### config.mk
export PLATFORM = sky130hd
export DESIGN_NAME = tws_slave
export DESIGN_NICKNAME = d
export VERILOG_FILES = /design/src/rtl/tws_pkg.sv /design/src/rtl/tws_sync.sv /design/src/rtl/tws_ctrl.sv /design/src/rtl/tws_tx.sv /design/src/rtl/tws_slave.sv
export SDC_FILE = /design/constraint.sdc
export NUM_CORES = 1
export LEC_CHECK = 0
export ABC_CLOCK_PERIOD_IN_PS = 2100
export BUFFER_PORTS_ARGS = -buffer_cell sky130_fd_sc_hd__buf_2
export CAP_MARGIN = 10
export CORE_ASPECT_RATIO = 1.5
export CORE_MARGIN = 2
export CORE_UTILIZATION = 45
export CTS_BUF_LIST = sky130_fd_sc_hd__clkbuf_4 sky130_fd_sc_hd__clkbuf_8
export CTS_CLUSTER_SIZE = 20
export DETAILED_ROUTE_END_ITERATION = 8
export PLACE_DENSITY = 0.79
export SYNTH_ARGS = -nofsm -noshare
export SYNTH_HDL_FRONTEND = slang
export SYNTH_SLANG_ARGS = --single-unit
### constraint.sdc
create_clock -name clk -period 2.1 [get_ports clk]
set_clock_uncertainty 0.1 [all_clocks]
set_input_delay 0.42 -clock clk [delete_from_list [all_inputs] [get_ports clk]]
set_output_delay 0.42 -clock clk [all_outputs]
set_load 0.005 [all_outputs]
### src/rtl/tws_pkg.sv
package tws_pkg;
   typedef enum logic [1:0] {
      PH_CMD  = 2'd0,
      PH_WR   = 2'd1,
      PH_RD   = 2'd2,
      PH_DONE = 2'd3
   } phase_t;
endpackage

### src/rtl/tws_sync.sv
module tws_sync #(
   parameter int WIDTH  = 3,
   parameter int STAGES = 2
) (
   input  logic             clk,
   input  logic             rst_n,
   input  logic [WIDTH-1:0] async_i,
   output logic [WIDTH-1:0] level_o
);
   localparam int CHAIN_W = WIDTH * STAGES;

   generate
      if (STAGES < 2) begin : g_bad_stages
         $error("tws_sync: STAGES must be at least 2");
      end
      if (WIDTH < 1) begin : g_bad_width
         $error("tws_sync: WIDTH must be at least 1");
      end
   endgenerate

   logic [CHAIN_W-1:0] chain_q;

   always_ff @(posedge clk or negedge rst_n) begin
      if (!rst_n) chain_q <= '0;
      else        chain_q <= {chain_q[CHAIN_W-WIDTH-1:0], async_i};
   end

   assign level_o = chain_q[CHAIN_W-1 -: WIDTH];
endmodule

### src/rtl/tws_ctrl.sv
module tws_ctrl
   import tws_pkg::*;
#(
   parameter int DATA_W  = 8,
   parameter int CLK_LEN = 8,
   parameter int RAM_LEN = 31
) (
   input  logic                clk,
   input  logic                rst_n,
   input  logic                ce,
   input  logic                rise,
   input  logic                fall,
   input  logic                din,
   output phase_t              phase_o,
   output logic                wr_en_o,
   output logic                rd_req_o,
   output logic                space_o,
   output logic [DATA_W-4:0]   addr_o,
   output logic [DATA_W-1:0]   wr_data_o
);
   localparam int ADDR_W = DATA_W - 3;
   localparam int BIT_W  = $clog2(DATA_W);
   localparam int ADDR_N = 1 << ADDR_W;
   localparam logic [ADDR_W-1:0] CLK_LAST = ADDR_W'(CLK_LEN - 1);
   localparam logic [ADDR_W-1:0] RAM_LAST = ADDR_W'(RAM_LEN - 1);
   localparam logic [BIT_W-1:0]  BIT_LAST = BIT_W'(DATA_W - 1);

   generate
      if (DATA_W < 4) begin : g_bad_data
         $error("tws_ctrl: DATA_W too small for command layout");
      end
      if (CLK_LEN < 1 || CLK_LEN > ADDR_N - 1) begin : g_bad_clk
         $error("tws_ctrl: CLK_LEN out of range");
      end
      if (RAM_LEN < 1 || RAM_LEN > ADDR_N - 1) begin : g_bad_ram
         $error("tws_ctrl: RAM_LEN out of range");
      end
   endgenerate

   phase_t              phase_q;
   logic [DATA_W-1:0]   sh_q;
   logic [BIT_W-1:0]    bit_q;
   logic                en_q;
   logic                space_q;
   logic                burst_q;
   logic [ADDR_W-1:0]   addr_q;
   logic                wr_en_q;
   logic                rd_req_q;
   logic                out_space_q;
   logic [ADDR_W-1:0]   out_addr_q;
   logic [DATA_W-1:0]   wr_data_q;

   logic [DATA_W-1:0]   sh_next;
   logic                last_bit;
   logic [ADDR_W-1:0]   last_addr;
   logic [ADDR_W-1:0]   cmd_addr;
   logic                cmd_burst;
   logic [ADDR_W-1:0]   step_addr;

   always_comb begin
      sh_next   = {din, sh_q[DATA_W-1:1]};
      last_bit  = (bit_q == BIT_LAST);
      last_addr = space_q ? RAM_LAST : CLK_LAST;
      cmd_addr  = sh_next[ADDR_W:1];
      cmd_burst = &cmd_addr;
      step_addr = (addr_q == last_addr) ? '0 : addr_q + 1'b1;
   end

   always_ff @(posedge clk or negedge rst_n) begin
      if (!rst_n) begin
         phase_q     <= PH_CMD;
         sh_q        <= '0;
         bit_q       <= '0;
         en_q        <= 1'b0;
         space_q     <= 1'b0;
         burst_q     <= 1'b0;
         addr_q      <= '0;
         wr_en_q     <= 1'b0;
         rd_req_q    <= 1'b0;
         out_space_q <= 1'b0;
         out_addr_q  <= '0;
         wr_data_q   <= '0;
      end else begin
         wr_en_q  <= 1'b0;
         rd_req_q <= 1'b0;
         if (!ce) begin
            phase_q <= PH_CMD;
            bit_q   <= '0;
         end else begin
            unique case (phase_q)
               PH_CMD: begin
                  if (rise) begin
                     sh_q  <= sh_next;
                     bit_q <= last_bit ? '0 : bit_q + 1'b1;
                     if (last_bit) begin
                        en_q        <= sh_next[DATA_W-1];
                        space_q     <= sh_next[DATA_W-2];
                        burst_q     <= cmd_burst;
                        addr_q      <= cmd_burst ? '0 : cmd_addr;
                        out_space_q <= sh_next[DATA_W-2];
                        out_addr_q  <= cmd_burst ? '0 : cmd_addr;
                        if (sh_next[0]) begin
                           phase_q  <= PH_RD;
                           rd_req_q <= 1'b1;
                        end else begin
                           phase_q  <= PH_WR;
                        end
                     end
                  end
               end
               PH_WR: begin
                  if (rise) begin
                     sh_q  <= sh_next;
                     bit_q <= last_bit ? '0 : bit_q + 1'b1;
                     if (last_bit) begin
                        wr_en_q     <= en_q;
                        wr_data_q   <= sh_next;
                        out_addr_q  <= addr_q;
                        out_space_q <= space_q;
                        if (!burst_q || addr_q == last_addr) phase_q <= PH_DONE;
                        else addr_q <= addr_q + 1'b1;
                     end
                  end
               end
               PH_RD: begin
                  if (fall) begin
                     bit_q <= last_bit ? '0 : bit_q + 1'b1;
                     if (last_bit) begin
                        rd_req_q <= 1'b1;
                        if (burst_q) begin
                           addr_q     <= step_addr;
                           out_addr_q <= step_addr;
                        end
                     end
                  end
               end
               default: ;
            endcase
         end
      end
   end

   assign phase_o   = phase_q;
   assign wr_en_o   = wr_en_q;
   assign rd_req_o  = rd_req_q;
   assign space_o   = out_space_q;
   assign addr_o    = out_addr_q;
   assign wr_data_o = wr_data_q;

   AST_WR_SINGLE_PULSE: assert property (@(posedge clk) disable iff (!rst_n)
      wr_en_q |=> !wr_en_q);
   AST_RD_IN_READ: assert property (@(posedge clk) disable iff (!rst_n)
      rd_req_q |-> (phase_q == PH_RD));
   AST_BURST_BOUND: assert property (@(posedge clk) disable iff (!rst_n)
      (burst_q && phase_q != PH_CMD) |-> (addr_q <= last_addr));
   AST_NO_WR_IN_READ: assert property (@(posedge clk) disable iff (!rst_n)
      (phase_q == PH_RD) |=> !wr_en_q);
endmodule

### src/rtl/tws_tx.sv
module tws_tx #(
   parameter int DATA_W = 8
) (
   input  logic              clk,
   input  logic              rst_n,
   input  logic              ce,
   input  logic              rise,
   input  logic              fall,
   input  logic              rd_phase,
   input  logic              load,
   input  logic [DATA_W-1:0] load_data,
   output logic              dout_o,
   output logic              oe_o
);
   logic [DATA_W-1:0] sh_q;
   logic              dout_q;
   logic              oe_q;

   always_ff @(posedge clk or negedge rst_n) begin
      if (!rst_n) begin
         sh_q   <= '0;
         dout_q <= 1'b0;
         oe_q   <= 1'b0;
      end else begin
         if (load)                         sh_q <= load_data;
         else if (ce && fall && rd_phase)  sh_q <= sh_q >> 1;

         if (!ce || rise) begin
            oe_q <= 1'b0;
         end else if (fall && rd_phase) begin
            oe_q   <= 1'b1;
            dout_q <= sh_q[0];
         end
      end
   end

   assign dout_o = dout_q;
   assign oe_o   = oe_q;

   AST_OE_CE_LOW: assert property (@(posedge clk) disable iff (!rst_n)
      !ce |=> !oe_q);
   AST_OE_ON_RISE: assert property (@(posedge clk) disable iff (!rst_n)
      rise |=> !oe_q);
endmodule

### src/rtl/tws_slave.sv
module tws_slave
   import tws_pkg::*;
#(
   parameter int DATA_W      = 8,
   parameter int SYNC_STAGES = 2,
   parameter int CLK_LEN     = 8,
   parameter int RAM_LEN     = 31
) (
   input  logic              clk,
   input  logic              rst_n,
   input  logic              ce_i,
   input  logic              sclk_i,
   input  logic              dio_i,
   output logic              dio_o,
   output logic              dio_oe,
   output logic              wr_en_o,
   output logic              rd_req_o,
   output logic              space_o,
   output logic [DATA_W-4:0] addr_o,
   output logic [DATA_W-1:0] wr_data_o,
   input  logic [DATA_W-1:0] rd_data_i
);
   localparam int PIN_N = 3;

   logic [PIN_N-1:0] pins_s;
   logic             ce_s, sclk_s, din_s;
   logic             sclk_prev_q;
   logic             sclk_rise, sclk_fall;
   logic             rd_vld_q;
   phase_t           phase;

   tws_sync #(.WIDTH(PIN_N), .STAGES(SYNC_STAGES)) u_sync (
      .clk     (clk),
      .rst_n   (rst_n),
      .async_i ({ce_i, sclk_i, dio_i}),
      .level_o (pins_s)
   );

   assign {ce_s, sclk_s, din_s} = pins_s;

   always_ff @(posedge clk or negedge rst_n) begin
      if (!rst_n) begin
         sclk_prev_q <= 1'b0;
         rd_vld_q    <= 1'b0;
      end else begin
         sclk_prev_q <= sclk_s;
         rd_vld_q    <= rd_req_o;
      end
   end

   assign sclk_rise = ce_s &  sclk_s & ~sclk_prev_q;
   assign sclk_fall = ce_s & ~sclk_s &  sclk_prev_q;

   tws_ctrl #(.DATA_W(DATA_W), .CLK_LEN(CLK_LEN), .RAM_LEN(RAM_LEN)) u_ctrl (
      .clk       (clk),
      .rst_n     (rst_n),
      .ce        (ce_s),
      .rise      (sclk_rise),
      .fall      (sclk_fall),
      .din       (din_s),
      .phase_o   (phase),
      .wr_en_o   (wr_en_o),
      .rd_req_o  (rd_req_o),
      .space_o   (space_o),
      .addr_o    (addr_o),
      .wr_data_o (wr_data_o)
   );

   tws_tx #(.DATA_W(DATA_W)) u_tx (
      .clk       (clk),
      .rst_n     (rst_n),
      .ce        (ce_s),
      .rise      (sclk_rise),
      .fall      (sclk_fall),
      .rd_phase  (phase == PH_RD),
      .load      (rd_vld_q),
      .load_data (rd_data_i),
      .dout_o    (dio_o),
      .oe_o      (dio_oe)
   );

   AST_OE_READ_ONLY: assert property (@(posedge clk) disable iff (!rst_n)
      dio_oe |-> (phase == PH_RD));
   AST_STROBES_EXCLUSIVE: assert property (@(posedge clk) disable iff (!rst_n)
      !(wr_en_o && rd_req_o));
endmodule

==> results.json <==
{
  "finalNetCount": 289,
  "synth.net_count": 252,
  "final_min_period_over_clock_period_pct": 94.8,
  "routed_wire_length_per_instance_um": 14.2,
  "drt_iter0_drc": 75,
  "dieHeight_um": 96.4,
  "antenna_found_initial": 0,
  "startpoint_type": "flop",
  "crit_path_end_kind": "flop",
  "fin_tns_setup_ns": 0,
  "antennaDiodeCount": 0,
  "cp_data_arrival_time_ns": 2.09,
  "timing.critical_path.buf_inv": 0,
  "largest_area_contributor_in_the_netlist": "dfrtp_1",
  "synth-warning-count": 0,
  "synth_seq_cells": 54,
  "grt_busiest_layer": "met2",
  "synth_area_leaders": "dfrtp_1 (53%), mux2_2 (7.9%), ha_1 (3.4%)",
  "grt_util_met1_pct": 19.4,
  "leakage_nw": 1.41,
  "num_rows": 33,
  "drtAntennaViolNets": 0,
  "tightestPinTransition_ns": 0.585,
  "peakVddDrop_mv": 0.392,
  "flow.area_growth_from_synthesis_pct": 14.6,
  "proportion_of_synthesized_chip_area_in_sequential_cells_pct": 52.7,
  "dieArea_um2": 6330,
  "gr-usage-met2_pct": 29.2,
  "cts-htree-levels": 2,
  "numCtsBuffers": 5,
  "detailedPlacementHpwl_mm": 3.53,
  "gr-total-overflow": 0,
  "setup_viol_count_final": 0,
  "final_hold_viol_count": 0,
  "cp_top_family": "compound AO/OA/AOI/OAI gates",
  "yosys_most_used_dff": "dfrtp_1",
  "final_util_pct": 53.5,
  "synthDistinctLibCells": 44,
  "detail_route.wirelength_mm": 4.81,
  "timing.critical_path.cells": "ha_1 -> ha_2 -> nand4b_1 -> a221oi_2 -> o221a_4 -> o21ai_1 -> a21bo_1",
  "routed-via-count": 1898,
  "boundaryPins": 31,
  "drtPass1Iterations": 4,
  "clock_pin_slew_on_the_worst_setup_and_hold_paths_ns": 0.09,
  "drc_errors": 0,
  "grt_pass1_wl_mm": 8.22,
  "grt.met3_usage_pct": 3.36,
  "power.density_cell_area_nw_per_um2": 653,
  "tot_gr_track_use_pct": 16.7,
  "numPortBuffers": 30,
  "post-place-cells": 331,
  "final_number_of_max_transition_violations": 0,
  "synthesis.area_per_instance_um2": 11.0,
  "worstPathRequired_ns": 2.20,
  "clock_path_buffers": 2,
  "clock_tree.root_cell": "clkbuf_8",
  "path_class": "flop to flop",
  "grt_max_degree": 30,
  "crit_path_max_incr_delay_ns": 0.36,
  "chipWidth_um": 65.6,
  "critPathMaxFanout": 8,
  "cts_num_sinks": 54,
  "final_cell_count_no_fill": 339,
  "floorplan.initialDensity_pct": 46.7,
  "holdBufCountCts": 0,
  "edff_count_synth": 0,
  "post_synth_instance_area_um2": 2560,
  "max-slew-margin-rel_pct": 61.0,
  "maximum_frequency_from_static_timing_analysis_mhz": 502,
  "gp_congestion": 0.912,
  "postSynth.asyncResetShare_pct": 100,
  "grt_setup_unrepaired": "false",
  "cts_tree": "done",
  "critical_path.slowest_cell": "dfrtp_1",
  "run_status": "completed",
  "mean_number_of_vias_per_cell": 5.60,
  "layout-drive-gt1-share_pct": 27.5,
  "yosys.area.top_type_share_pct": 52.7,
  "gate_count_post_synth": 232,
  "worstSkewPairLatency_ns": 0.30,
  "fin_crit_ns": 1.99,
  "core_area_um2": 5490,
  "timing.max_cap.violations": 0,
  "first_global_vias": 1900,
  "min_path_type": "input port to async pin"
}
==> metal layers <==
layer	part of all wire, %	up-vias
met5	0	-
met2	52	41
met3	3.8	5
li1	-	908
met4	1.5	0
met1	43	944
==> Yosys cell counts, types with 5 or more instances <==
| master | n |
|---|---|
| a21oi_1 | 7 |
| a31oi_1 | 6 |
| and3_1 | 5 |
| clkbuf_1 | 5 |
| dfrtp_1 | 54 |
| ha_1 | 7 |
| inv_1 | 7 |
| mux2_2 | 18 |
| mux2i_1 | 8 |
| nand2_1 | 23 |
| nand3_1 | 6 |
| nor2_1 | 12 |
| nor2b_1 | 6 |
| o21ai_0 | 15 |
==> layout make-up <==
type / count / area [um2]
Clock buffer: 5 / 68.8
Clock inverter: 2 / 10.0
Fill cell: 471 / 2550
Inverter: 7 / 26.3
Multi-Input combinational cell: 160 / 1150
Sequential cell: 54 / 1350
Tap cell: 70 / 87.6
Timing Repair Buffer: 41 / 245
==> cells in the final DEF (no fill, tap or decap), types with 3 or more instances in the layout <==
| cell type | instances |
|---|---|
| dfrtp_1 | 54 |
| buf_2 | 30 |
| nand2_1 | 23 |
| mux2_2 | 18 |
| o21ai_0 | 15 |
| nor2_1 | 12 |
| buf_4 | 10 |
| mux2i_1 | 8 |
| inv_1 | 7 |
| a21oi_1 | 7 |
| nor2b_1 | 6 |
| a31oi_1 | 6 |
| nand3_1 | 6 |
| and3_1 | 5 |
| ha_1 | 5 |
| clkbuf_8 | 5 |
| nand4b_1 | 4 |
| nand2b_1 | 4 |
| and2_1 | 3 |
| nand3b_1 | 3 |
| nand4_1 | 3 |
==> worst paths after layout <==
check / from / to / slack, ns / cells past startpoint
max reg2reg: u_ctrl.bit_q[0]$_DFFE_PN0P_ / u_ctrl.addr_q[2]$_DFFE_PN0P_ / 0.11 / 7
min: rst_n / u_ctrl.wr_data_o[3]$_DFFE_PN0P_ / 0.006 / 1
max: u_ctrl.bit_q[0]$_DFFE_PN0P_ / u_ctrl.addr_q[2]$_DFFE_PN0P_ / 0.11 / 7
min reg2reg: u_sync.chain_q[2]$_DFF_PN0_ / u_sync.chain_q[5]$_DFF_PN0_ / 0.25 / 0
min in group clk: ce_i / u_sync.chain_q[2]$_DFF_PN0_ / 0.12 / 1
max in group asynchronous: rst_n / u_sync.chain_q[4]$_DFF_PN0_ / 1.34 / 2
==> flip-flops by register name, indices dropped and copies added, names as in the netlist, 2 cells and up <==
register and cells:
u_ctrl.phase_o 2, u_ctrl.sh_q 7, u_ctrl.bit_q 3, u_sync.chain_q 6, u_tx.sh_q 8, u_ctrl.wr_data_o 8, u_ctrl.addr_q 5, u_ctrl.addr_o 5
==> what timing repair did <==
item | CTS | global route
endpoints found under the setup margin | 0 | 4
buffers inserted | 0 | 1
resized for setup | 0 | 4
==> cell families (layout without fill, tap and decap cells) <==
group	Yosys count	count (layout)	share of synthesized area [%]
AO/OA/AOI/OAI	49	49	12.8
XOR/XNOR	2	2	0.684
adder cells (fa/ha/maj)	7	7	3.42
buffers and inverters	18	55	3.13
flip-flops	54	54	52.7
multiplexers	26	26	11.0
AND/OR/NAND/NOR	76	76	16.2
==> through the flow <==
stage / hold WS, ns / setup WS [ns] / cell area [um2] / total power [W]
final: 0.00580 / 0.109 / 2940 / 0.00192
after global routing: 0.0467 / 0.0000839 / 2940 / 0.00202
after CTS: 0.0243 / 0.0284 / 2910 / 0.00194
after detailed placement: 0.237 / 0.0423 / 2830 / 0.00141
after floorplan: 0.0244 / 0.0982 / 2560 / 0.00131
after global placement: 0.232 / 0.0802 / 2830 / 0.00139
==> power breakdown <==
group	total (W)	switching, W	internal (W)
sequential	0.00119	0.0000880	0.00110
clock	0.000535	0.000311	0.000224
combinational	0.000196	0.0000998	0.0000964
total	0.00192	0.000499	0.00142
Power figures use the tool's default switching activity.
